--- config.mk ---
export PLATFORM = sky130hd
export DESIGN_NAME = rsub_reduce
export DESIGN_NICKNAME = d
export VERILOG_FILES = /design/src/rtl/rsub_pkg.sv /design/src/rtl/rsub_rst_sync.sv /design/src/rtl/rsub_addsub.sv /design/src/rtl/rsub_ctrl.sv /design/src/rtl/rsub_reduce.sv
export SDC_FILE = /design/constraint.sdc
export NUM_CORES = 1
export LEC_CHECK = 0
export BUFFER_PORTS_ARGS = -buffer_cell sky130_fd_sc_hd__buf_2
export CAP_MARGIN = 10
export CORE_MARGIN = 8
export CORE_UTILIZATION = 62
export CTS_CLUSTER_DIAMETER = 150
export DETAILED_ROUTE_END_ITERATION = 10
export PLACE_DENSITY = 0.91
export SYNTH_ARGS = -nofsm -noshare
export SYNTH_HDL_FRONTEND = slang
export SYNTH_HIERARCHICAL = 1
export SYNTH_SLANG_ARGS = --single-unit
export TNS_END_PERCENT = 10
--- constraint.sdc ---
create_clock -name clk -period 3.9 [get_ports clk]
set_input_delay 0.585 -clock clk [delete_from_list [all_inputs] [get_ports clk]]
set_output_delay 0.585 -clock clk [all_outputs]
set_load 0.02 [all_outputs]
--- src/rtl/rsub_pkg.sv ---
package rsub_pkg;

  typedef enum logic [1:0] {
    ST_IDLE = 2'd0,
    ST_EVAL = 2'd1,
    ST_STEP = 2'd2
  } rsub_state_e;

endpackage

--- src/rtl/rsub_rst_sync.sv ---
module rsub_rst_sync #(
  parameter int STAGES = 2
) (
  input  logic clk,
  input  logic rst_n,
  output logic rst_n_o
);

  logic [STAGES-1:0] chain_q;

  always_ff @(posedge clk or negedge rst_n) begin
    if (!rst_n) chain_q <= '0;
    else        chain_q <= {chain_q[STAGES-2:0], 1'b1};
  end

  assign rst_n_o = chain_q[STAGES-1];

endmodule

--- src/rtl/rsub_addsub.sv ---
module rsub_addsub #(
  parameter int WIDTH = 16
) (
  input  logic [WIDTH-1:0] lhs_i,
  input  logic [WIDTH-1:0] rhs_i,
  output logic [WIDTH-1:0] diff_o,
  output logic             gt_o
);

  localparam int SUMW = WIDTH + 1;

  logic [SUMW-1:0] total;
  logic            carry;

  // lhs + (~rhs) + 1 : two's-complement subtraction through one adder
  assign total  = {1'b0, lhs_i} + {1'b0, ~rhs_i} + SUMW'(1);
  assign diff_o = total[WIDTH-1:0];
  assign carry  = total[WIDTH];
  // carry set means no borrow (lhs >= rhs); non-zero rules out equality
  assign gt_o   = carry & (|diff_o);

endmodule

--- src/rtl/rsub_ctrl.sv ---
module rsub_ctrl
  import rsub_pkg::*;
(
  input  logic clk,
  input  logic rst_n,
  input  logic start_i,
  input  logic zero_div_i,
  input  logic flag_i,
  output logic busy_o,
  output logic ld_ops_o,
  output logic ld_flag_o,
  output logic ld_a_o,
  output logic ld_res_o,
  output logic res_src_o,
  output logic err_set_o,
  output logic done_set_o
);

  rsub_state_e state_q, state_d;

  always_comb begin
    state_d    = state_q;
    ld_ops_o   = 1'b0;
    ld_flag_o  = 1'b0;
    ld_a_o     = 1'b0;
    ld_res_o   = 1'b0;
    res_src_o  = 1'b0;
    err_set_o  = 1'b0;
    done_set_o = 1'b0;
    unique case (state_q)
      ST_IDLE: begin
        if (start_i) begin
          if (zero_div_i) begin
            ld_res_o   = 1'b1;
            res_src_o  = 1'b1;
            err_set_o  = 1'b1;
            done_set_o = 1'b1;
          end else begin
            ld_ops_o = 1'b1;
            state_d  = ST_EVAL;
          end
        end
      end
      ST_EVAL: begin
        ld_flag_o = 1'b1;
        state_d   = ST_STEP;
      end
      ST_STEP: begin
        if (flag_i) begin
          ld_a_o  = 1'b1;
          state_d = ST_EVAL;
        end else begin
          ld_res_o   = 1'b1;
          done_set_o = 1'b1;
          state_d    = ST_IDLE;
        end
      end
      default: state_d = ST_IDLE;
    endcase
  end

  always_ff @(posedge clk or negedge rst_n) begin
    if (!rst_n) state_q <= ST_IDLE;
    else        state_q <= state_d;
  end

  assign busy_o = (state_q != ST_IDLE);

  AST_EVAL_THEN_STEP: assert property (@(posedge clk) disable iff (!rst_n)
    (state_q == ST_EVAL) |=> (state_q == ST_STEP));

  AST_STEP_LEAVES: assert property (@(posedge clk) disable iff (!rst_n)
    (state_q == ST_STEP) |=> (state_q != ST_STEP));

endmodule

--- src/rtl/rsub_reduce.sv ---
module rsub_reduce
  import rsub_pkg::*;
#(
  parameter int WIDTH = 16
) (
  input  logic             clk,
  input  logic             rst_n,
  input  logic             start_i,
  input  logic [WIDTH-1:0] a_i,
  input  logic [WIDTH-1:0] b_i,
  output logic [WIDTH-1:0] result_o,
  output logic             done_o,
  output logic             err_o
);

  localparam int SYNC_STAGES = 2;

  logic             rst_int_n;
  logic [WIDTH-1:0] a_q, b_q, res_q, diff;
  logic             flag_q, gt, err_q, done_q;
  logic             zero_div, busy;
  logic             ld_ops, ld_flag, ld_a, ld_res, res_src, err_set, done_set;

  rsub_rst_sync #(.STAGES(SYNC_STAGES)) u_rst_sync (
    .clk     (clk),
    .rst_n   (rst_n),
    .rst_n_o (rst_int_n)
  );

  rsub_addsub #(.WIDTH(WIDTH)) u_addsub (
    .lhs_i  (a_q),
    .rhs_i  (b_q),
    .diff_o (diff),
    .gt_o   (gt)
  );

  assign zero_div = (b_i == '0) && (a_i != '0);

  rsub_ctrl u_ctrl (
    .clk        (clk),
    .rst_n      (rst_int_n),
    .start_i    (start_i),
    .zero_div_i (zero_div),
    .flag_i     (flag_q),
    .busy_o     (busy),
    .ld_ops_o   (ld_ops),
    .ld_flag_o  (ld_flag),
    .ld_a_o     (ld_a),
    .ld_res_o   (ld_res),
    .res_src_o  (res_src),
    .err_set_o  (err_set),
    .done_set_o (done_set)
  );

  // operand register a: loaded from the port or from the shared adder
  always_ff @(posedge clk or negedge rst_int_n) begin
    if (!rst_int_n)  a_q <= '0;
    else if (ld_ops) a_q <= a_i;
    else if (ld_a)   a_q <= diff;
  end

  always_ff @(posedge clk or negedge rst_int_n) begin
    if (!rst_int_n)  b_q <= '0;
    else if (ld_ops) b_q <= b_i;
  end

  // loop condition flag, forced false at each accepted start
  always_ff @(posedge clk or negedge rst_int_n) begin
    if (!rst_int_n)   flag_q <= 1'b0;
    else if (ld_ops)  flag_q <= 1'b0;
    else if (ld_flag) flag_q <= gt;
  end

  // final-result register fed through the exit-side route
  always_ff @(posedge clk or negedge rst_int_n) begin
    if (!rst_int_n) begin
      res_q <= '0;
      err_q <= 1'b0;
    end else if (ld_res) begin
      res_q <= res_src ? a_i : a_q;
      err_q <= err_set;
    end
  end

  always_ff @(posedge clk or negedge rst_int_n) begin
    if (!rst_int_n) done_q <= 1'b0;
    else            done_q <= done_set;
  end

  assign result_o = res_q;
  assign done_o   = done_q;
  assign err_o    = err_q;

  AST_FLAG_IS_GT: assert property (@(posedge clk) disable iff (!rst_int_n)
    ld_flag |=> (flag_q == ($past(a_q) > $past(b_q))));

  AST_FLAG_CLEARED: assert property (@(posedge clk) disable iff (!rst_int_n)
    ld_ops |=> !flag_q);

  AST_SUB_EXACT: assert property (@(posedge clk) disable iff (!rst_int_n)
    ld_a |=> (a_q == $past(a_q) - $past(b_q)));

  AST_RESULT_BOUND: assert property (@(posedge clk) disable iff (!rst_int_n)
    (done_o && !err_o && (b_q != '0)) |-> (result_o <= b_q));

  AST_ERR_CAUSE: assert property (@(posedge clk) disable iff (!rst_int_n)
    (done_o && err_o) |-> ($past(start_i) && ($past(b_i) == '0)));

  AST_RESULT_HELD: assert property (@(posedge clk) disable iff (!rst_int_n)
    !done_o |-> ($stable(result_o) && $stable(err_o)));

  AST_OPS_FROZEN: assert property (@(posedge clk) disable iff (!rst_int_n)
    busy |=> ($stable(b_q) || !busy));

  AST_DONE_SINGLE: assert property (@(posedge clk) disable iff (!rst_int_n)
    (done_o && !err_o) |=> (!done_o || err_o));

endmodule

==> results.md, run 1 <==
* Post-CTS Resized at 0
* XOR/XNOR Fraction of Synth Area at under 10%
* Unrepaired setup endpoints after global routing: false
* CP Max Fanout at 10
* Hold_ws at roughly 0.028 ns
* H-tree levels at 2
* Initial antenna violation count at 0
* Post-synthesis async set-or-reset flop share at 100%
* CTS Buf Count at 5
* CP Buf/Inv Count at 0
* Yosys warnings at 6
* Clock sinks at between 50 and 60
* Final count of hold timing violations at 0
* Design Power at roughly 3.9 mW
* Slew @ Worst Pin at between 0.9 and 1 ns
* FF-to-FF End: flag_q
* Routability cong. at around 0.94
* Complex-gate fraction of the synthesized area at between 10% and 20%
* HP Class: in2async
* Fin crit share at between 80 and 90%
* Post-CTS setup buffers at 0
* Worst r2r src: a_q[5]
* Seq cells post-synth at between 50 and 60
* Die W at 90.7 um
* Crit-path slowest cell: or4_1
* WS Path Type: reg2reg
* First-pass GRT wire length at about 14000 um
* Fin crit period at between 3 and 4 ns
* Post-Synth Adder-Cell Area at under 10%
* Filler cells at around 420
* Slew Limit Headroom at approximately 34%
* CP Cell Sequence: ha_1 > and3_4 > a211o_1 > a211o_1 > xor2_1 > or4_1 > or4_1 > o21a_1 > mux2i_1 > nor2_1
* Dpl cells at 471
* Outcome: complete, no violations
* Layout cells sized above 1 at between 20% and 30%
* Residual DRC count at 0
* Fin Setup TNS at 0 ns
* GR Util All Layers at roughly 20%
* Seq/Total Area, Yosys at around 40%
* Setup crit end kind: flip-flop
* Slew Limit Fails at 0
* Clock buffer depth at 2
* Cell family with most CP delay: simple AND/OR/NAND/NOR gates
* Worst slack at placement at around 0.53 ns
* Distinct cells, synth at 50
* Required @ worst endpoint at between 4 and 5 ns
* Num ports at 53
* Vias in the first global route at between 2000 and 3000
* Total grt overflow at 0
* Multiplexer area fraction after synthesis at between 15 and 20%
* Final core occ at 70.8%
* Syn_area_per_cell at between 9 and 10 um^2
* Peak Freq at between 0.2 and 0.3 GHz
* Reg clk slew, reported paths at between 0.1 and 0.15 ns
* Synth-to-layout area growth at 11.2%
* Routed len/inst at 17.5 um
* Post-DRT Antenna Nets at 0
* Final setup margin at around 0.48 ns
* Cts hold-fix bufs at 0
* Post-Route WL at 8400 um
* Finished Layout Cells at 480
* Leak at 1.72 nW
* R2R Setup Slk at 0.48 ns
* Starting DRT DRC Count at 240
* Main synth FF type: dfrtp_1
* Die footprint at 0.00823 mm^2
* # rows at 27
* Via count at approximately 3000
* Syn nets at between 400 and 500
* Number of synthesized flops with an enable pin at 0
* Synth Area in Simple Gates at about 16%
* CP peak stage delay at 0.54 ns
* Net count, final at roughly 460
* Critical Path AT at between 3 and 4 ns
* CTS tree: done
* R2R cell count at 10
* Vias per cell at ~6
* Final setup violation count at 0
* Detailed placer's ending HPWL at 6580 um
* Buffers on Ports at between 50 and 60
* Combinational family with the most area after synthesis: simple AND/OR/NAND/NOR gates
* Max VDD drop at 559 uV
* Clk root buf: clkbuf_8
* Largest net degree at the start of global routing at 54
* Skew final at slightly above 0.01 ns
* Gate Count Post-Synth at between 300 and 400
* Die H at 90.7 um
* Type of origin of the critical path: flip-flop
* Core outline area at 0.00544 mm^2
* Fin area at ~0.0038 mm^2
* DRT Pass-1 Iters at 5
* Clk Latency, worst-skew pair at between 0.3 and 0.4 ns
* Mapped Area at around 0.0035 mm^2
* Area of placed instances at between 0.003 and 0.004 mm^2
* Diode count at 0
* Cell Pwr Density at 1010 mW/mm^2
* Max capacitance violation total at 0
* Starting Density at between 60% and 70%
==> placed cells by master (no fill, tap or decap), types with 2 or more instances in the layout <==
| cell | Yosys | layout |
|---|---|---|
| nor4_1 | 9 | 9 |
| mux2_2 | 17 | 17 |
| and3_1 | 2 | 2 |
| xnor2_1 | 4 | 4 |
| a211o_1 | 2 | 2 |
| or4_1 | 2 | 2 |
| o31a_1 | 2 | 2 |
| o21ai_1 | 10 | 10 |
| a21oi_1 | 26 | 26 |
| o21a_1 | 4 | 4 |
| inv_1 | 22 | 22 |
| nand3_1 | 7 | 7 |
| buf_2 | 3 | 52 |
| xor2_1 | 3 | 3 |
| a31oi_1 | 2 | 2 |
| o21ai_0 | 14 | 14 |
| or2_1 | 2 | 2 |
| ha_1 | 16 | 16 |
| nand2b_1 | 8 | 8 |
| clkbuf_8 | 0 | 5 |
| nor2b_1 | 7 | 7 |
| nand2_1 | 28 | 28 |
| buf_4 | 6 | 5 |
| o2111ai_1 | 4 | 4 |
| nand4_1 | 2 | 2 |
| a21o_1 | 2 | 2 |
| a211oi_1 | 5 | 5 |
| nor3_1 | 7 | 7 |
| nor2_1 | 30 | 29 |
| mux2i_1 | 34 | 34 |
| dfrtp_1 | 55 | 54 |
==> state kept, by name, summed over array words and instances (netlist names) <==
register            count
a_q                    16
b_q                    16
result_o               16
u_ctrl/state_q          2
u_rst_sync/chain_q      2
done_o                  1
err_o                   1
flag_q                  1
==> worst register-to-register path: cells and delay by family, from the launching register on <==
| kind | cells | cell delay, ns |
|---|---|---|
| compound gates | 3 | 0.85 |
| xor+xnor | 1 | 0.16 |
| fa+ha+maj | 1 | 0.43 |
| flops | 1 | 0.42 |
| mux | 1 | 0.13 |
| simple gates | 4 | 1.32 |
==> cell type report <==
cell class	instances	area, um^2	share of cell area [%]
tap	72	90.1	2.34
clock buffer	6	72.6	1.89
inverter	22	82.6	2.15
sequential	55	1380	35.8
multi-input combinational	265	1870	48.5
clock inverter	2	41.3	1.07
timing repair buffer	58	318	8.26
==> power by group <==
group / leakage, nW / switching (mW) / total (mW) / internal, mW
Sequential: 0.652 / 0.203 / 1.04 / 0.841
Combinational: 1.01 / 1.46 / 2.46 / 0.995
Clock: 0.0573 / 0.198 / 0.394 / 0.197
Total: 1.72 / 1.86 / 3.90 / 2.03
==> worst max path at each step <==
stage | to | cells after the start | start
5_1_grt | flag_q | 13 | a_q[0]
4_1_cts | flag_q | 10 | a_q[5]
3_5_place_dp | flag_q | 10 | a_q[5]
6_report | flag_q | 10 | a_q[5]
2_1_floorplan | flag_q | 11 | a_q[4]
3_3_place_gp | flag_q | 10 | a_q[5]
==> cells in the mapped netlist (2+ instances only) <==
cell type	count	area share (%)
ha_1	16	5.8
o2111ai_1	4	1.0
a21oi_1	26	3.8
a31oi_1	2	0.36
and3_1	2	0.36
a211oi_1	5	1.1
nor3_1	7	1.0
xor2_1	3	0.76
mux2_2	17	5.5
a21o_1	2	0.43
or2_1	2	0.36
nor2_1	30	3.3
clkbuf_1	4	0.43
nor2b_1	7	1.3
mux2i_1	34	9.8
xnor2_1	4	1.0
nand3_1	7	1.0
buf_2	3	0.43
buf_6	3	0.98
o21a_1	4	0.87
a211o_1	2	0.51
o21ai_0	14	2.0
dfrtp_1	55	40
or4_1	2	0.43
inv_1	22	2.4
nand2_1	28	3.0
nand2b_1	8	1.4
o31a_1	2	0.51
o21ai_1	10	1.4
nor4_1	9	1.6
nand4_1	2	0.36
buf_12	2	1.2
buf_4	6	1.3
==> logic make-up after synthesis <==
family                     Yosys count
adders and majority gates           17
DFF                                 55
muxes                               51
AOI/OAI and AO/OA                   80
other                                1
buffers and inverters               41
and+or+nand+nor                    109
xor gates and xnor gates             7
==> layer usage <==
metal	share of wire (%)	wire length, um	track usage (%)	vias up
met5	0	0	0	-
met2	50	4180	34.5	117
li1	-	-	-	1378
met1	41	3460	23.7	1416
met3	6.7	564	4.07	16
met4	2.3	192	7.63	0
No activity file was read; power rests on OpenSTA's default activity.
==> run 2: changes to the inputs <==
--- a/config.mk
+++ b/config.mk
@@ -5,6 +5,7 @@
 export SDC_FILE = /design/constraint.sdc
 export NUM_CORES = 1
 export LEC_CHECK = 0
+export ABC_CLOCK_PERIOD_IN_PS = 4330
 export BUFFER_PORTS_ARGS = -buffer_cell sky130_fd_sc_hd__buf_2
 export CAP_MARGIN = 10
 export CORE_MARGIN = 8
==> constraint.sdc (replaced) <==
create_clock -name clk -period 4.33 [get_ports clk]
set_input_delay 0.6495 -clock clk [delete_from_list [all_inputs] [get_ports clk]]
set_output_delay 0.6495 -clock clk [all_outputs]
set_load 0.02 [all_outputs]
==> run 2 against run 1 <==
- core utilization is the same
- count of clock-buffer cells in the layout is the same
- critical path type unchanged
- register-to-register slack gained 0.44 ns
- first-iteration DRC count shrank 28%
- total power shrank 9.6%
- final cell count is the same
- largest cell class unchanged
- largest power group unchanged
- critical endpoint unchanged
- clock power shrank 11%
- maximum frequency grew 0.43%
- final area is the same
- critical path depth is the same
==> results.md, run 2 (synthesis gave the netlist of run 1 again) <==
* Die H at a little over 90 um
* # rows at 27
* Area of placed instances at between 0.003 and 0.004 mm^2
* Routability cong. at ~0.9
* HP Class: in2async
* Clock Power Share at around a tenth
* Final count of hold timing violations at 0
* Critical Path AT at roughly 3.6 ns
* Net count, final at approximately 460
* Buffers on Ports at 52
* Residual DRC count at 0
* Psw at ~1.7 mW
* Worst slack at placement at 0.986 ns
* Largest regs: a_q x16, b_q x16, result_o x16
* Cts hold-fix bufs at 0
* Clock sinks at 55
* Vias in the first global route at 2887
* Sequential group share of total power at 26.7%
* Total grt overflow at 0
* Slew Limit Headroom at 35.8%
* H-tree levels at 2
* Vias per cell at 6.00
* Combinational Power Share at between 60 and 70%
* Filler cells at roughly 390
* Num ports at 53
* Peak Freq at around 0.29 GHz
* Routed len/inst at approximately 18 um
* CTS tree: done
* Switching portion of total power at 47.9%
* Required @ worst endpoint at 4.54 ns
* Fin crit period at 3.40 ns
* Die W at 90.7 um
* Internal at around 1.8 mW
* Post-Route WL at ~8600 um
* Type of origin of the critical path: flip-flop
* Design Power at 3.52 mW
* Finished Layout Cells at 480
* Unrepaired setup endpoints after global routing: false
* Final core occ at between 70% and 80%
* Fin area at 0.00385 mm^2
* Via count at roughly 2900
* Skew final at between 0.009 and 0.01 ns
* Diode count at 0
* Commonest non-fill, non-tap cell in the layout: dfrtp_1
* Final setup margin at 0.927 ns
* Detailed placer's ending HPWL at around 6600 um
* Cell Pwr Density at between 900 and 1000 mW/mm^2
* CTS Buf Count at 5
* Starting Density at 63.6%
* Slew Limit Fails at 0
* Hold_ws at a little over 0.09 ns
* First-pass GRT wire length at 13700 um
* Clock buffer depth at 2
* Die footprint at roughly 0.008 mm^2
* Post-CTS Resized at 0
* Clk Latency, worst-skew pair at about 0.32 ns
* Core outline area at between 0.005 and 0.006 mm^2
* Layout cells sized above 1 at between 20% and 30%
* Final setup violation count at 0
* Max capacitance violation total at 0
* Outcome: complete, no violations
* Fin Setup TNS at 0 ns
* Leak at 1.72 nW
* Setup crit end kind: flip-flop
* Initial antenna violation count at 0
* Starting DRT DRC Count at roughly 170
* GR Util All Layers at between 20% and 30%
* DRT Pass-1 Iters at 4
* WS Path Type: reg2reg
* Max VDD drop at just under 600 uV
* Fin crit share at around 79%
* Clk root buf: clkbuf_8
* Dpl cells at 471
* Post-CTS setup buffers at 0
* Largest net degree at the start of global routing at between 50 and 60
* Synth-to-layout area growth at 11.2%
* Post-DRT Antenna Nets at 0
* Reg clk slew, reported paths at around 0.1 ns
* CP Max Fanout at 10
* Most frequent cells in the layout: dfrtp_1 (54), buf_2 (52), mux2i_1 (34), nor2_1 (29), nand2_1 (28)
* Slew @ Worst Pin at ~0.96 ns
-- run 2: cell counts in the layout (fill, tap and decap cells not counted) --
No cell type changed its count.
-- run 2: cell type report --
type	count	area, um^2	area share (%)
multi-input combinational	265	1870	48.5
sequential	55	1380	35.8
timing repair buffer	58	318	8.26
tap	72	90.1	2.34
inverter	22	82.6	2.15
clock buffer	6	72.6	1.89
clock inverter	2	41.3	1.07
-- run 2: worst max-delay path, stage by stage (launching register included) --
cell	delay, ns
dfrtp_1	0.41
ha_1	0.43
and3_4	0.23
a211o_1	0.32
a211o_1	0.34
xor2_1	0.16
or4_1	0.53
or4_1	0.51
o21a_1	0.18
mux2i_1	0.13
nor2_1	0.06
-- run 2: per-layer routing --
layer  track usage, %  vias up  wire length, um
met3             4.74       19              568
met1             23.0     1390             3350
met2             36.2       94             4510
met5                0        -                0
li1                 -     1378                -
met4             7.49        0              197
-- run 2: power groups by stage --
stage               Sequential (mW)  Combinational, mW  Clock (mW)
finish                        0.942               2.23       0.352
global route                  0.975               2.44       0.367
CTS                           0.947               2.19       0.357
detailed placement            0.954               2.17           0
global placement              0.943               2.09           0
floorplan                     0.998               1.61           0
-- run 2: worst paths after layout --
path	startpoint	to	slack (ns)	cells past startpoint
min in group clk	u_rst_sync/chain_q[0]	u_rst_sync/chain_q[1]	0.37	0
max	a_q[5]	flag_q	0.93	10
min reg2reg	u_rst_sync/chain_q[1]	result_o[4]	0.24	0
max reg2reg	a_q[5]	flag_q	0.93	10
min	rst_n	u_rst_sync/chain_q[0]	0.09	1
max in group asynchronous	u_rst_sync/chain_q[1]	b_q[11]	3.55	1
==> run 3: changes to the inputs <==
--- a/config.mk
+++ b/config.mk
@@ -5,14 +5,14 @@
 export SDC_FILE = /design/constraint.sdc
 export NUM_CORES = 1
 export LEC_CHECK = 0
-export ABC_CLOCK_PERIOD_IN_PS = 4330
+export ABC_CLOCK_PERIOD_IN_PS = 2700
 export BUFFER_PORTS_ARGS = -buffer_cell sky130_fd_sc_hd__buf_2
 export CAP_MARGIN = 10
 export CORE_MARGIN = 8
-export CORE_UTILIZATION = 62
+export CORE_UTILIZATION = 52
 export CTS_CLUSTER_DIAMETER = 150
 export DETAILED_ROUTE_END_ITERATION = 10
-export PLACE_DENSITY = 0.91
+export PLACE_DENSITY = 0.82
 export SYNTH_ARGS = -nofsm -noshare
 export SYNTH_HDL_FRONTEND = slang
 export SYNTH_HIERARCHICAL = 1
==> constraint.sdc (replaced) <==
create_clock -name clk -period 2.7 [get_ports clk]
set_input_delay 0.405 -clock clk [delete_from_list [all_inputs] [get_ports clk]]
set_output_delay 0.405 -clock clk [all_outputs]
set_load 0.02 [all_outputs]
==> run 3 against run 2 <==
- total power up 95%
- critical endpoint unchanged
- register-to-register slack worse by 1.3 ns
- largest power group unchanged
- flip-flop and latch count unchanged
- the flow now finishes with violations (setup timing)
- sequential power up 57%
- die area grew 16%
==> results.md, run 3 (synthesis gave the netlist of run 1 again) <==
* R2R cell count at 11
* Reg clk slew, reported paths at around 0.11 ns
* Die W at roughly 98 um
* Buffers on Ports at 52
* Layout cells sized above 1 at about a third
* Leak at 2.02 nW
* Starting Density at 54.2%
* Via count at between 3000 and 4000
* Peak Freq at approximately 0.33 GHz
* Net count, final at approximately 520
* Slew @ Worst Pin at roughly 0.67 ns
* Clk Latency, worst-skew pair at 0.31 ns
* Post-DRT Antenna Nets at 0
* Filler cells at around 510
* Commonest non-fill, non-tap cell in the layout: buf_4
* Area of placed instances at 0.00418 mm^2
* R2R Setup Slk at -0.36 ns
* DRT Pass-1 Iters at 4
* Fin area at ~0.0044 mm^2
* HP Class: in2reg
* Finished Layout Cells at between 500 and 600
* CTS tree: done
* Type of origin of the critical path: flip-flop
* Required @ worst endpoint at 2.91 ns
* Fin crit share at 113%
* Num ports at 53
* Hold_ws at approximately 0.32 ns
* M2 GR Usage at between 30% and 40%
* Slew Limit Fails at 0
* CP Max Fanout at 4
* Worst r2r src: b_q[4]
* Detailed placer's ending HPWL at 7010 um
* Diode count at 0
* Clock sinks at 55
* Routability cong. at between 0.8 and 0.9
* Critical Path AT at 3.27 ns
* Synth-to-layout area growth at 26.8%
* First-pass GRT wire length at 15000 um
* CP peak stage delay at 0.48 ns
* Cell Pwr Density at ~1600 mW/mm^2
* Vias in the first global route at 3161
* Dpl cells at approximately 530
* Final setup violation count at 1
* Most used routing layer: met2
* Design Power at a little under 7 mW
* Final count of hold timing violations at 0
* CP Cell Sequence: inv_2 > ha_4 > and3_4 > a211o_1 > a211o_1 > xor2_1 > or4_1 > or4_1 > o21a_1 > mux2i_1 > nor2_1
* Met1 usage at between 20 and 25%
* Die footprint at approximately 0.0095 mm^2
* Residual DRC count at 0
* Fin crit period at just over 3 ns
* Core outline area at 0.00639 mm^2
* CTS Buf Count at 5
* Skew final at 0.0127 ns
* Failing checks: setup timing
* Hold Crit Start: a_i[2]
* Largest net degree at the start of global routing at 54
* Routed len/inst at ~16 um
* Clock buffer depth at 2
* Hold EP: a_q[2]
* Max VDD drop at between 800 and 900 uV
* Unrepaired setup endpoints after global routing: true
* Met3 global-route usage at between 3 and 4%
* Outcome: finished, violations left
* Fin Setup TNS at -0.361 ns
* Crit-path slowest cell: or4_1
* # rows at 29
* FF-to-FF End: flag_q
* Total grt overflow at 0
* Most frequent cells in the layout: buf_4 (63), dfrtp_1 (54), buf_2 (52), mux2i_1 (34), nor2_1 (29)
* Slew Limit Headroom at between 50% and 60%
* H-tree levels at 2
* Post-Route WL at 8970 um
* Starting DRT DRC Count at between 150 and 200
* Vias per cell at between 5 and 6
* Clk root buf: clkbuf_8
* Largest regs: a_q x16, b_q x16, result_o x16
* GR Util All Layers at about a fifth
* Worst slack at placement at -0.452 ns
* WS Path Type: reg2reg
* Final core occ at between 60% and 70%
* Initial antenna violation count at 0
* WHS Path Cells at 3
* Final setup margin at -0.361 ns
* Max capacitance violation total at 0
* Die H at ~100 um
* Setup crit end kind: flip-flop
[run 3: report_power, final]
part           switching (mW)  total, mW  leakage (nW)  internal (mW)
clock network           0.281      0.565        0.0573          0.284
logic                    2.47       4.83          1.31           2.36
registers               0.264       1.48         0.652           1.22
[run 3: critical path, delay by kind of cell (launching register included)]
kind / cells / cell delay (ns)
DFF: 1 / 0.40
AOI/OAI and AO/OA: 3 / 0.86
buffers and inverters: 1 / 0.07
muxes: 1 / 0.13
adders and majority gates: 1 / 0.20
and+or+nand+nor: 4 / 1.13
xor gates and xnor gates: 1 / 0.17
[run 3: how the worst max path moves through the flow]
stage	startpoint	end
floorplan	a_q[4]	flag_q
finish	b_q[4]	flag_q
CTS	b_q[4]	flag_q
global placement	a_q[0]	flag_q
global route	b_q[4]	flag_q
detailed placement	a_q[0]	flag_q
[run 3: final cells by class]
type | instances | area, um^2 | share of cell area (%)
timing repair buffer | 117 | 763 | 17.4
inverter | 22 | 82.6 | 1.88
sequential | 55 | 1380 | 31.4
clock inverter | 2 | 41.3 | 0.941
multi-input combinational | 265 | 1950 | 44.5
clock buffer | 6 | 72.6 | 1.65
tap | 77 | 96.3 | 2.20
[run 3: repair_timing]
item	4_1_cts	5_1_grt
hold endpoints to repair	2	0
buffers inserted	1	0
hold buffers	1	0
pin swaps	5	4
resized for setup	7	10
endpoints found under the setup margin	1	1
[run 3: per-layer routing]
layer	vias up	share of wire [%]
met4	0	1.8
met2	91	51
met3	14	5.1
met1	1471	42
met5	-	0
li1	1495	-
